**src/rtl/lcr_tx_pkg.sv**
```systemverilog
package lcr_tx_pkg;

    typedef enum logic [2:0] {
        ST_IDLE  = 3'd0,
        ST_START = 3'd1,
        ST_DATA  = 3'd2,
        ST_PAR   = 3'd3,
        ST_STOP  = 3'd4
    } tx_state_e;

    // frame-control register, msb first
    typedef struct packed {
        logic       bank;
        logic       brk;
        logic       par_fix;
        logic       par_even;
        logic       par_en;
        logic       two_stop;
        logic [1:0] wlen;
    } frame_ctl_t;

    typedef struct packed {
        logic [3:0] nbits;
        logic       par_en;
        logic       par_bit;
        logic       two_stop;
    } frame_cfg_t;

    localparam logic [1:0] ADR_DATA = 2'd0;
    localparam logic [1:0] ADR_DIVH = 2'd1;
    localparam logic [1:0] ADR_STAT = 2'd2;
    localparam logic [1:0] ADR_CTL  = 2'd3;

endpackage

```
**src/rtl/uart_baud_gen.sv**
```systemverilog
module uart_baud_gen #(
    parameter int DIV_W = 16
) (
    input  logic             clk,
    input  logic             rst_n,
    input  logic [DIV_W-1:0] divisor,
    output logic             tick,
    output logic             div_zero
);
    typedef struct packed {
        logic [DIV_W-1:0] cnt;
    } baud_reg_t;

    baud_reg_t r_q, r_d;
    logic [DIV_W-1:0] div_m1;

    always_comb begin
        r_d      = r_q;
        div_zero = (divisor == '0);
        div_m1   = divisor - 1'b1;
        tick     = !div_zero && (r_q.cnt >= div_m1);
        if (div_zero || tick) begin
            r_d.cnt = '0;
        end else begin
            r_d.cnt = r_q.cnt + 1'b1;
        end
    end

    always_ff @(posedge clk or negedge rst_n) begin
        if (!rst_n) begin
            r_q <= '0;
        end else begin
            r_q <= r_d;
        end
    end

    a_r9_no_tick_div0: assert property (@(posedge clk) disable iff (!rst_n)
        (divisor == '0) |-> !tick);

endmodule

```
**src/rtl/uart_tx_framer.sv**
```systemverilog
module uart_tx_framer
    import lcr_tx_pkg::*;
#(
    parameter int DATA_W = 8
) (
    input  frame_ctl_t        ctl,
    input  logic [DATA_W-1:0] data,
    output frame_cfg_t        cfg
);
    logic [DATA_W-1:0] mask;
    logic              ones_odd;

    always_comb begin
        cfg.nbits    = 4'd5 + {2'b00, ctl.wlen};
        mask         = '0;
        for (int i = 0; i < DATA_W; i++) begin
            mask[i] = (i < int'(cfg.nbits));
        end
        ones_odd     = ^(data & mask);
        cfg.par_en   = ctl.par_en;
        cfg.two_stop = ctl.two_stop;
        if (ctl.par_fix) begin
            cfg.par_bit = !ctl.par_even;
        end else if (ctl.par_even) begin
            cfg.par_bit = ones_odd;
        end else begin
            cfg.par_bit = !ones_odd;
        end
    end

endmodule

```
**src/rtl/uart_tx_shifter.sv**
```systemverilog
module uart_tx_shifter
    import lcr_tx_pkg::*;
#(
    parameter int DATA_W = 8,
    parameter int OVERSAMPLE = 16
) (
    input  logic              clk,
    input  logic              rst_n,
    input  logic              tick,
    input  logic              div_zero,
    input  logic              brk,
    input  logic              hold_valid,
    input  logic [DATA_W-1:0] hold_data,
    input  frame_cfg_t        cfg_in,
    output logic              load,
    output logic              busy,
    output logic              line
);
    localparam int SUB_W = $clog2(OVERSAMPLE);
    localparam int IDX_W = $clog2(DATA_W);
    localparam logic [SUB_W-1:0] SUB_LAST = SUB_W'(OVERSAMPLE - 1);

    typedef struct packed {
        tx_state_e         state;
        logic [SUB_W-1:0]  sub;
        logic [IDX_W-1:0]  idx;
        logic [DATA_W-1:0] shreg;
        frame_cfg_t        cfg;
        logic              line;
    } sh_reg_t;

    sh_reg_t r_q, r_d;
    logic    bit_end;

    always_comb begin
        r_d     = r_q;
        load    = 1'b0;
        bit_end = tick && (r_q.sub == SUB_LAST);
        if (tick && r_q.state != ST_IDLE) begin
            r_d.sub = bit_end ? '0 : r_q.sub + 1'b1;
        end
        if (brk) begin
            r_d.state = ST_IDLE;
            r_d.line  = 1'b1;
            r_d.sub   = '0;
        end else begin
            unique case (r_q.state)
                ST_IDLE: begin
                    r_d.line = 1'b1;
                    if (hold_valid && !div_zero) begin
                        load       = 1'b1;
                        r_d.state  = ST_START;
                        r_d.line   = 1'b0;
                        r_d.sub    = '0;
                        r_d.shreg  = hold_data;
                        r_d.cfg    = cfg_in;
                    end
                end
                ST_START: begin
                    if (bit_end) begin
                        r_d.state = ST_DATA;
                        r_d.idx   = '0;
                        r_d.line  = r_q.shreg[0];
                    end
                end
                ST_DATA: begin
                    if (bit_end) begin
                        if ({1'b0, r_q.idx} == r_q.cfg.nbits - 4'd1) begin
                            r_d.idx = '0;
                            if (r_q.cfg.par_en) begin
                                r_d.state = ST_PAR;
                                r_d.line  = r_q.cfg.par_bit;
                            end else begin
                                r_d.state = ST_STOP;
                                r_d.line  = 1'b1;
                            end
                        end else begin
                            r_d.idx   = r_q.idx + 1'b1;
                            r_d.shreg = r_q.shreg >> 1;
                            r_d.line  = r_q.shreg[1];
                        end
                    end
                end
                ST_PAR: begin
                    if (bit_end) begin
                        r_d.state = ST_STOP;
                        r_d.idx   = '0;
                        r_d.line  = 1'b1;
                    end
                end
                ST_STOP: begin
                    if (bit_end) begin
                        if (r_q.cfg.two_stop && r_q.idx == '0) begin
                            r_d.idx = 1'b1;
                        end else begin
                            r_d.state = ST_IDLE;
                            r_d.idx   = '0;
                        end
                    end
                end
                default: r_d.state = ST_IDLE;
            endcase
        end
        busy = (r_q.state != ST_IDLE);
        line = r_q.line;
    end

    always_ff @(posedge clk or negedge rst_n) begin
        if (!rst_n) begin
            r_q       <= '0;
            r_q.state <= ST_IDLE;
            r_q.line  <= 1'b1;
        end else begin
            r_q <= r_d;
        end
    end

    a_r5_idle_high: assert property (@(posedge clk) disable iff (!rst_n)
        (r_q.state == ST_IDLE) |-> r_q.line);
    a_r6_break_abandons: assert property (@(posedge clk) disable iff (!rst_n)
        brk |=> (r_q.state == ST_IDLE));
    a_r9_hold_when_stopped: assert property (@(posedge clk) disable iff (!rst_n)
        (div_zero && r_q.state == ST_IDLE) |=> (r_q.state == ST_IDLE));
    a_r4_index_in_range: assert property (@(posedge clk) disable iff (!rst_n)
        (r_q.state == ST_DATA) |-> ({1'b0, r_q.idx} < r_q.cfg.nbits));

endmodule

```
**src/rtl/lcr_uart_tx.sv**
```systemverilog
module lcr_uart_tx
    import lcr_tx_pkg::*;
#(
    parameter int DATA_W = 8,
    parameter int DIV_W = 16,
    parameter int OVERSAMPLE = 16
) (
    input  logic        clk,
    input  logic        rst_n,
    input  logic        wr_en,
    input  logic [1:0]  wr_addr,
    input  logic [7:0]  wr_data,
    input  logic [1:0]  rd_addr,
    output logic [7:0]  rd_data,
    output logic        txd,
    output logic        thr_empty,
    output logic        tx_empty
);
    localparam int DIVL_W = DIV_W / 2;

    typedef struct packed {
        frame_ctl_t        ctl;
        logic [DIV_W-1:0]  div;
        logic [DATA_W-1:0] hold;
        logic              hold_full;
    } top_reg_t;

    top_reg_t   r_q, r_d;
    logic       tick, div_zero, load, busy, line;
    frame_cfg_t cfg;

    uart_baud_gen #(.DIV_W(DIV_W)) u_baud (
        .clk      (clk),
        .rst_n    (rst_n),
        .divisor  (r_q.div),
        .tick     (tick),
        .div_zero (div_zero)
    );

    uart_tx_framer #(.DATA_W(DATA_W)) u_framer (
        .ctl  (r_q.ctl),
        .data (r_q.hold),
        .cfg  (cfg)
    );

    uart_tx_shifter #(.DATA_W(DATA_W), .OVERSAMPLE(OVERSAMPLE)) u_shift (
        .clk        (clk),
        .rst_n      (rst_n),
        .tick       (tick),
        .div_zero   (div_zero),
        .brk        (r_q.ctl.brk),
        .hold_valid (r_q.hold_full),
        .hold_data  (r_q.hold),
        .cfg_in     (cfg),
        .load       (load),
        .busy       (busy),
        .line       (line)
    );

    always_comb begin
        r_d = r_q;
        if (load) begin
            r_d.hold_full = 1'b0;
        end
        if (wr_en) begin
            unique case (wr_addr)
                ADR_DATA: begin
                    if (r_q.ctl.bank) begin
                        r_d.div[DIVL_W-1:0] = wr_data[DIVL_W-1:0];
                    end else begin
                        r_d.hold      = wr_data[DATA_W-1:0];
                        r_d.hold_full = 1'b1;
                    end
                end
                ADR_DIVH: begin
                    if (r_q.ctl.bank) begin
                        r_d.div[DIV_W-1:DIVL_W] = wr_data[DIV_W-DIVL_W-1:0];
                    end
                end
                ADR_CTL:  r_d.ctl = frame_ctl_t'(wr_data);
                default:  ;
            endcase
        end
        thr_empty = !r_q.hold_full;
        tx_empty  = !r_q.hold_full && !busy;
        txd       = r_q.ctl.brk ? 1'b0 : line;
        rd_data   = '0;
        unique case (rd_addr)
            ADR_DATA: rd_data = r_q.ctl.bank ? 8'(r_q.div[DIVL_W-1:0]) : 8'h00;
            ADR_DIVH: rd_data = r_q.ctl.bank ? 8'(r_q.div[DIV_W-1:DIVL_W]) : 8'h00;
            ADR_STAT: rd_data = {6'b0, tx_empty, thr_empty};
            default:  rd_data = r_q.ctl;
        endcase
    end

    always_ff @(posedge clk or negedge rst_n) begin
        if (!rst_n) begin
            r_q <= '0;
        end else begin
            r_q <= r_d;
        end
    end

    a_r8_bank_keeps_hold: assert property (@(posedge clk) disable iff (!rst_n)
        (wr_en && wr_addr == ADR_DATA && r_q.ctl.bank && !busy && !r_q.hold_full)
            |=> !r_q.hold_full);
    a_r10_empty_order: assert property (@(posedge clk) disable iff (!rst_n)
        tx_empty |-> thr_empty);
    a_r6_no_load_in_break: assert property (@(posedge clk) disable iff (!rst_n)
        r_q.ctl.brk |-> !load);
    a_r5_load_starts_frame: assert property (@(posedge clk) disable iff (!rst_n)
        load |=> (busy && !txd));

endmodule

```
**config.mk**
```make
export PLATFORM = sky130hd
export DESIGN_NAME = lcr_uart_tx
export DESIGN_NICKNAME = d
export VERILOG_FILES = /design/src/rtl/lcr_tx_pkg.sv /design/src/rtl/uart_baud_gen.sv /design/src/rtl/uart_tx_framer.sv /design/src/rtl/uart_tx_shifter.sv /design/src/rtl/lcr_uart_tx.sv
export SDC_FILE = /design/constraint.sdc
export NUM_CORES = 1
export LEC_CHECK = 0
export ABC_CLOCK_PERIOD_IN_PS = 4200
export BUFFER_PORTS_ARGS = -buffer_cell sky130_fd_sc_hd__buf_2
export CAP_MARGIN = 20
export CORE_MARGIN = 4
export CORE_UTILIZATION = 40
export DETAILED_ROUTE_END_ITERATION = 16
export GPL_TIMING_DRIVEN = 0
export PLACE_DENSITY_LB_ADDON = 0.1
export SYNTH_ARGS = -nofsm -noshare
export SYNTH_HDL_FRONTEND = slang
export SYNTH_SLANG_ARGS = --single-unit
```
**constraint.sdc**
```tcl
create_clock -name clk -period 4.2 [get_ports clk]
set_clock_uncertainty 0.15 [all_clocks]
set_input_delay 0.42 -clock clk [delete_from_list [all_inputs] [get_ports clk]]
set_output_delay 0.42 -clock clk [all_outputs]
set_load 0.05 [all_outputs]
```
### After elaboration in Yosys (flattened, before gate mapping)

Index checks and enable logic that the tools add are counted.

| storage, ports and cells | value |
|---|---|
| memories kept | 0 |
| latch bits | 0 |
| input bits | 15 |
| logic and storage cells | 136 |
| RAM bits | 0 |
| memory bits (read-only) | 0 |
| output and inout bits | 11 |
| register bits | 75 |

| operators by class | value |
|---|---|
| shifts and indexed selects | 0 |
| $add $sub $neg | 6 |
| muxes and demuxes | 43 |
| reductions and logical operators | 32 |
| div/mod/pow operators | 0 |
| magnitude comparators | 9 |
| multipliers | 0 |
| equality and inequality tests | 22 |
| bitwise operators | 3 |

Operators by type and width:

| cell | count |
|---|---|
| 16-bit 2-to-1 mux | 2 |
| 3-bit 2-to-1 mux | 10 |
| 8-bit 2-to-1 mux | 3 |
| 8-bit one-hot mux with 3 select lines | 1 |
| 3-bit by 2-bit inequality test with 1-bit output, second input constant | 6 |
| 1-bit 2-to-1 mux | 17 |
| 16-bit by 1-bit adder with 16-bit output, second input constant | 1 |
| 16-bit greater-or-equal comparator | 1 |
| 16-bit logical NOT | 1 |
| 3-bit by 4-bit < comparator with 1-bit output, first input constant | 4 |
| 8-bit one-hot mux with 2 select lines | 1 |
| 16-bit by 1-bit subtractor with 16-bit output, second input constant | 1 |
| 3-bit one-hot mux with 5 select lines | 1 |
| 7-bit 2-to-1 mux | 2 |
| 4-bit 2-to-1 mux | 3 |
| 3-bit AND reduction | 4 |
| 11-bit 2-to-1 mux | 1 |
| 5-bit AND reduction | 2 |
| 3-bit one-hot mux with 3 select lines | 1 |
| 8-bit AND | 1 |
| 1-bit by 4-bit < comparator with 1-bit output, first input constant | 2 |
| 2-bit by 4-bit < comparator with 1-bit output, first input constant | 2 |
| 2-bit by 1-bit inequality test with 1-bit output, second input constant | 4 |
| 8-bit XOR reduction | 1 |
| 27 further kinds | 43 |

### Longest topological paths before layout

| logic depth | value |
|---|---|
| depth after elaboration | 10 |
| depth in mapped cells | 14 |
| depth with buffers taken out | 13 |

### Cells and area by module

A second synthesis with hierarchy kept.

| second synthesis, totals | value |
|---|---|
| cells, all modules | 456 |
| area, all modules | 4744.6 um2 |

By module, submodules not included:

| module | seq. area each (um2) | cells each | instances | area an instance (um2) |
|---|---|---|---|---|
| uart_tx_shifter | 651.9 | 166 | 1 | 1604.0 |
| lcr_uart_tx | 825.8 | 105 | 1 | 1490.2 |
| uart_baud_gen | 400.4 | 164 | 1 | 1485.2 |
| uart_tx_framer | 0.0 | 21 | 1 | 165.2 |

### Worst setup path after synthesis

OpenSTA, ideal clock, no wires.

| timing | value |
|---|---|
| path kind | register to register |
| start point | reg r_q[9] (netlist bit) |
| end point | reg u_shift.r_q[10] (netlist bit) |
| period minus slack after synthesis | 4276 ps |
| arrival | 4002 ps |
| data required time | 3925 ps |
| stages on the path, launching flop included | 13 |
| library setup time | 125 ps |
| slack | -76 ps |
| cells stage by stage | dfrtp_1 -> inv_1 -> ha_1 -> or3b_2 -> or4_4 -> or4_2 -> xor2_1 -> ha_1 -> and4_1 -> a221oi_1 -> o21ai_1 -> o211ai_2 -> mux2_2 |

| between the ends | value |
|---|---|
| cells in the longest elaborated chain, start to end | 6 |

Ends and longest elaborated chain:

| what | RTL line | source |
|---|---|---|
| start, declared | lcr_uart_tx.sv:28 | `top_reg_t r_q, r_d;` |
| start signal, assigned | lcr_uart_tx.sv:100 | `r_q <= r_d;` |
| 16-bit by 1-bit subtractor with 16-bit output or 16-bit logical NOT (tied branches) | uart_baud_gen.sv:20, uart_baud_gen.sv:19 |  |
| 16-bit greater-or-equal comparator or 1-bit logical NOT (tied branches) | uart_baud_gen.sv:21, uart_tx_shifter.sv:50 |  |
| 1-bit logical AND | uart_baud_gen.sv:21 | `tick = !div_zero && (r_q.cnt >= div_m1);` |
| 1-bit logical AND | uart_tx_shifter.sv:38 | `bit_end = tick && (r_q.sub == SUB_LAST);` |
| 2-bit by 1-bit inequality test with 1-bit output (no source line) | n/a |  |
| 5-bit AND reduction (no source line) (*) | n/a |  |
| end signal, assigned | uart_tx_shifter.sv:114 | `r_q <= r_d;` |
| end, declared | uart_tx_shifter.sv:32 | `sh_reg_t r_q, r_d;` |

Mark *: on every way between the ends. The rest lies on a longest branch, timed or not.
A chain may end at the register's enable or synchronous reset.

### Worst setup path after layout

| timing | value |
|---|---|
| start point | reg r_q[10] (netlist bit) |
| end point | reg u_shift.r_q[15] (netlist bit) |

The elaborated chain is that of the path after synthesis.

==> load_flow_metrics.sql <==
INSERT INTO impl_metrics (metric_group, metric, value, unit) VALUES
('status', 'status', 'complete, no violations', ''),
('die', 'die_x', '114', 'microns'),
('clock_tree', 'total_cts_buffers', '9', ''),
('cells_and_area', 'nets', '528', ''),
('synth', 'distinct_cell_type_count_of_the_synthesized_netlist', '58', ''),
('synth', 'synthArstFlopShare', '100', '%'),
('placement', 'globalplace.congestion', '0.884', ''),
('die', 'placement_rows', '38', ''),
('synth', 'synth.area.top_cells', 'dfrtp_1 (41%), mux2_2 (11%), ha_1 (7.0%)', ''),
('worst_setup_path', 'timing.reg2reg.setup_slack', '0.16', 'ns'),
('route', 'routed-via-count', '3461', ''),
('cells_and_area', 'final_layout_size_suffix_gt1_share', '24.5', '%'),
('die', 'chipHeight', '114', 'microns'),
('clock_tree', 'cts_tree', 'done', ''),
('worst_setup_path', 'r2r_cells', '14', ''),
('cells_and_area', 'area_growth', '18.2', '%'),
('synth', 'number_of_synthesized_flops_with_an_enable_pin', '0', ''),
('worst_setup_path', 'cp-start-kind', 'flop', ''),
('timing', 'slew_viol_final', '0', ''),
('route', 'routed_wl', '10700', 'microns'),
('timing', 'max_slew_margin', '45.2', '%'),
('worst_setup_path', 'startpoint_of_the_most_critical_setup_path', 'r_q[10]$_DFFE_PN0P_', ''),
('global_route', 'grt_max_degree', '56', ''),
('job', 'max-cap-violations', '0', ''),
('clock_tree', 'clock_sink_count', '75', ''),
('worst_setup_path', 'regToRegEndpoint', 'u_shift.r_q[15]$_DFFE_PN0P_', ''),
('route', 'drtIter0Drc', '126', ''),
('synth', 'synth.cells.most_frequent', 'dfrtp_1 (74), mux2_2 (42), nor2_1 (35), nand2_1 (32), ha_1 (25)', ''),
('die', 'die_area', '13000', 'sq um'),
('pwr', 'static-leakage-power', '2.32', 'nW'),
('global_route', 'number_of_global_route_vias_before_repair', '3442', ''),
('die', 'fp.coreArea', '10900', 'sq um'),
('timing', 'rsz0062_at_grt', 'no', ''),
('worst_setup_path', 'endpoint', 'u_shift.r_q[15]$_DFFE_PN0P_', ''),
('route', 'avgViaCountPerCell', '5.47', ''),
('synth', 'post_synth.cell_area_avg', '10.2', 'sq um'),
('timing', 'setup_viol', '0', ''),
('cells_and_area', 'finalInstanceArea', '5320', 'sq um'),
('global_route', 'initial_antenna_violation_count', '0', ''),
('worst_setup_path', 'timing.critical_path.fanout_max', '8', ''),
('clock_tree', 'cts-root-to-sink-buffers', '2', ''),
('synth', 'synth.top_cell.area_share', '41.2', '%'),
('synth', 'syn_area', '4500', 'sq um'),
('worst_setup_path', 'cp.required', '4.27', 'ns'),
('worst_setup_path', 'critical_path_class', 'reg2reg', ''),
('pwr', 'peak_ir_drop_on_the_vdd_network', '0.270', 'mV'),
('synth', 'synth_area_leader', 'dfrtp_1', ''),
('synth', 'yosys_warn_count', '0', ''),
('route', 'postRouteAntennaNets', '0', ''),
('global_route', 'grt_pass1_wl', '17800', 'microns'),
('timing', 'count_of_final_hold_check_violations', '0', ''),
('route', 'first_pass_iters', '4', ''),
('route', 'route.detailed.wl_per_inst', '16.9', 'microns'),
('synth', 'synth_most_common_cell', 'dfrtp_1', ''),
('clock_tree', 'clkSlewWorstSetupHoldPaths', '0.06', 'ns'),
('clock_tree', 'clock-root-buffer', 'clkbuf_16', ''),
('timing', 'achievable-frequency', '247', 'MHz'),
('clock_tree', 'clkLatencyLatePin', '0.34', 'ns'),
('hold_path', 'holdCritStartpoint', 'wr_data[0]', ''),
('pwr', 'power-per-cell-area', '613', 'nW/um^2'),
('placement', 'place.port_buffers', '23', ''),
('cells_and_area', 'final_util', '48.6', '%'),
('clock_tree', 'cts.htree.levels', '3', ''),
('die', 'design.portCount', '26', ''),
('synth', 'postSynth.topFlopCell', 'dfrtp_1', ''),
('timing', 'timing_worst_slew_pin_value', '0.818', 'ns'),
('worst_setup_path', 'arrival', '4.12', 'ns'),
('placement', 'post_dp_cell_area', '4830', 'sq um'),
('die', 'initial_utilization', '41.1', '%'),
('timing', 'tcrit_tclk_final', '96.2', '%'),
('route', 'drc_markers', '0', ''),
('global_route', 'grt-ovfl-total', '0', ''),
('synth', 'seq_area_frac_synth', '41.8', '%'),
('global_route', 'gr-usage-all-layers', '17.4', '%'),
('synth', 'number_of_instances_in_the_synthesized_netlist', '442', ''),
('synth', 'syn-num-nets', '482', ''),
('worst_setup_path', 'origin_of_the_critical_flop_to_flop_path', 'r_q[10]$_DFFE_PN0P_', ''),
('timing', 'post-route-min-period', '4.04', 'ns'),
('cells_and_area', 'n_antenna_cell', '0', ''),
('worst_setup_path', 'end_kind', 'flop', ''),
('placement', 'dp.final_hpwl', '7910', 'microns'),
('hold_path', 'min_path_type', 'in2reg', ''),
('synth', 'postSynthRegisterBits', '75', '');
power breakdown:
part / internal (mW) / switching (mW)
combinational: 0.592 / 0.685
clock: 0.463 / 0.319
sequential: 0.941 / 0.257
how the worst min path moves through the flow:
stage,to,slack [ns],cells after the start
final,r_q[9]$_DFFE_PN0P_,0.22,3
after global routing,r_q[10]$_DFFE_PN0P_,0.23,3
after CTS,r_q[10]$_DFFE_PN0P_,0.22,3
after detailed placement,u_baud.r_q[0]$_DFF_PN0_,0.19,1
after global placement,u_shift.r_q[2]$_DFFE_PN0P_,0.31,2
after floorplan,r_q[0]$_DFF_PN0_,-0.03,0
cell type report:
cell class                 count  area, sq um
buffer                        12         51.3
tap                          140          175
timing repair buffer          34          239
multi-input combinational    342         2620
fill                        1040         5620
sequential                    75         1880
clock buffer                   9          225
clock inverter                 7         76.3
inverter                      14         52.6
kinds of logic (layout without fill, tap and decap cells):
group,count (synthesis),count (layout),share of synthesized area [%]
AO/OA/AOI/OAI,79,80,11.9
XOR/XNOR,37,37,7.21
adder cells (fa/ha/maj),25,25,6.96
buffers and inverters,26,76,2.25
flip-flops,75,75,41.8
multiplexers,51,51,12.5
AND/OR/NAND/NOR,149,149,17.4
repair_timing:
item | 4_1_cts | 5_1_grt
resized for setup | 5 | 15
endpoints found under the setup margin | 31 | 26
pin swaps | 3 | 6
gates cloned | 0 | 1
buffers inserted | 4 | 4
hold buffers | 1 | 0
endpoints found under the hold margin | 20 | 0
flip-flops by register name, summed over array words and instances (netlist names):
register,flops
r_q,33
u_shift.r_q,25
u_baud.r_q,16
u_shift.line,1
metrics by stage:
stage / power, mW / setup WS (ns) / hold slack [ns] / setup TNS, ns / cells
final: 3.26 / 0.159 / 0.221 / 0 / 633
after global routing: 3.50 / 0.0108 / 0.226 / 0 / 633
after CTS: 3.23 / -0.00193 / 0.223 / -0.00359 / 627
after detailed placement: 2.41 / -0.337 / 0.187 / -5.68 / 606
after global placement: 2.38 / -0.301 / 0.308 / -4.67 / 605
after floorplan: 2.08 / 0.0275 / -0.0256 / 0 / 442
metal layers:
layer / wire (microns) / track usage [%] / vias up
li1: - / - / 1701
met1: 5390 / 25.4 / 1697
met2: 4850 / 25.9 / 57
met3: 342 / 3.66 / 6
met4: 110 / 5.38 / 0
met5: 0 / 0 / -
cell usage in the layout, fill, tap and decap left out, types with 3 or more instances in the layout:
cell / Yosys / routed
mux2_2: 42 / 40
nand4_1: 3 / 3
nor3_1: 15 / 13
a21oi_1: 12 / 12
or2_2: 3 / 3
xor2_1: 18 / 17
xnor2_1: 19 / 18
or3_1: 4 / 4
nor2b_1: 5 / 5
o21a_1: 3 / 3
a211oi_1: 5 / 5
nand2b_1: 4 / 4
o31ai_1: 4 / 4
and3_1: 8 / 8
nand2_1: 32 / 32
buf_4: 0 / 7
clkbuf_1: 9 / 9
dfrtp_1: 74 / 74
clkbuf_16: 0 / 9
buf_2: 2 / 23
or4_4: 3 / 4
o21ai_0: 23 / 23
ha_1: 25 / 24
a22o_1: 8 / 8
a311oi_1: 3 / 3
a31oi_1: 5 / 5
nor2_1: 35 / 35
nand3_1: 17 / 17
inv_1: 14 / 13
mux2i_1: 9 / 9
critical path, cell delays in order (launching register included):
cell      delay (ns)
dfrtp_1         0.40
inv_1           0.08
ha_2            0.18
or3b_4          0.41
or4_4           0.49
or4_4           0.44
xor2_2          0.16
ha_1            0.28
and4_4          0.23
o211ai_1        0.22
o21ai_4         0.31
o211ai_4        0.11
buf_12          0.16
buf_4           0.12
a32o_1          0.19
No activity file was read; power rests on OpenSTA's default activity.
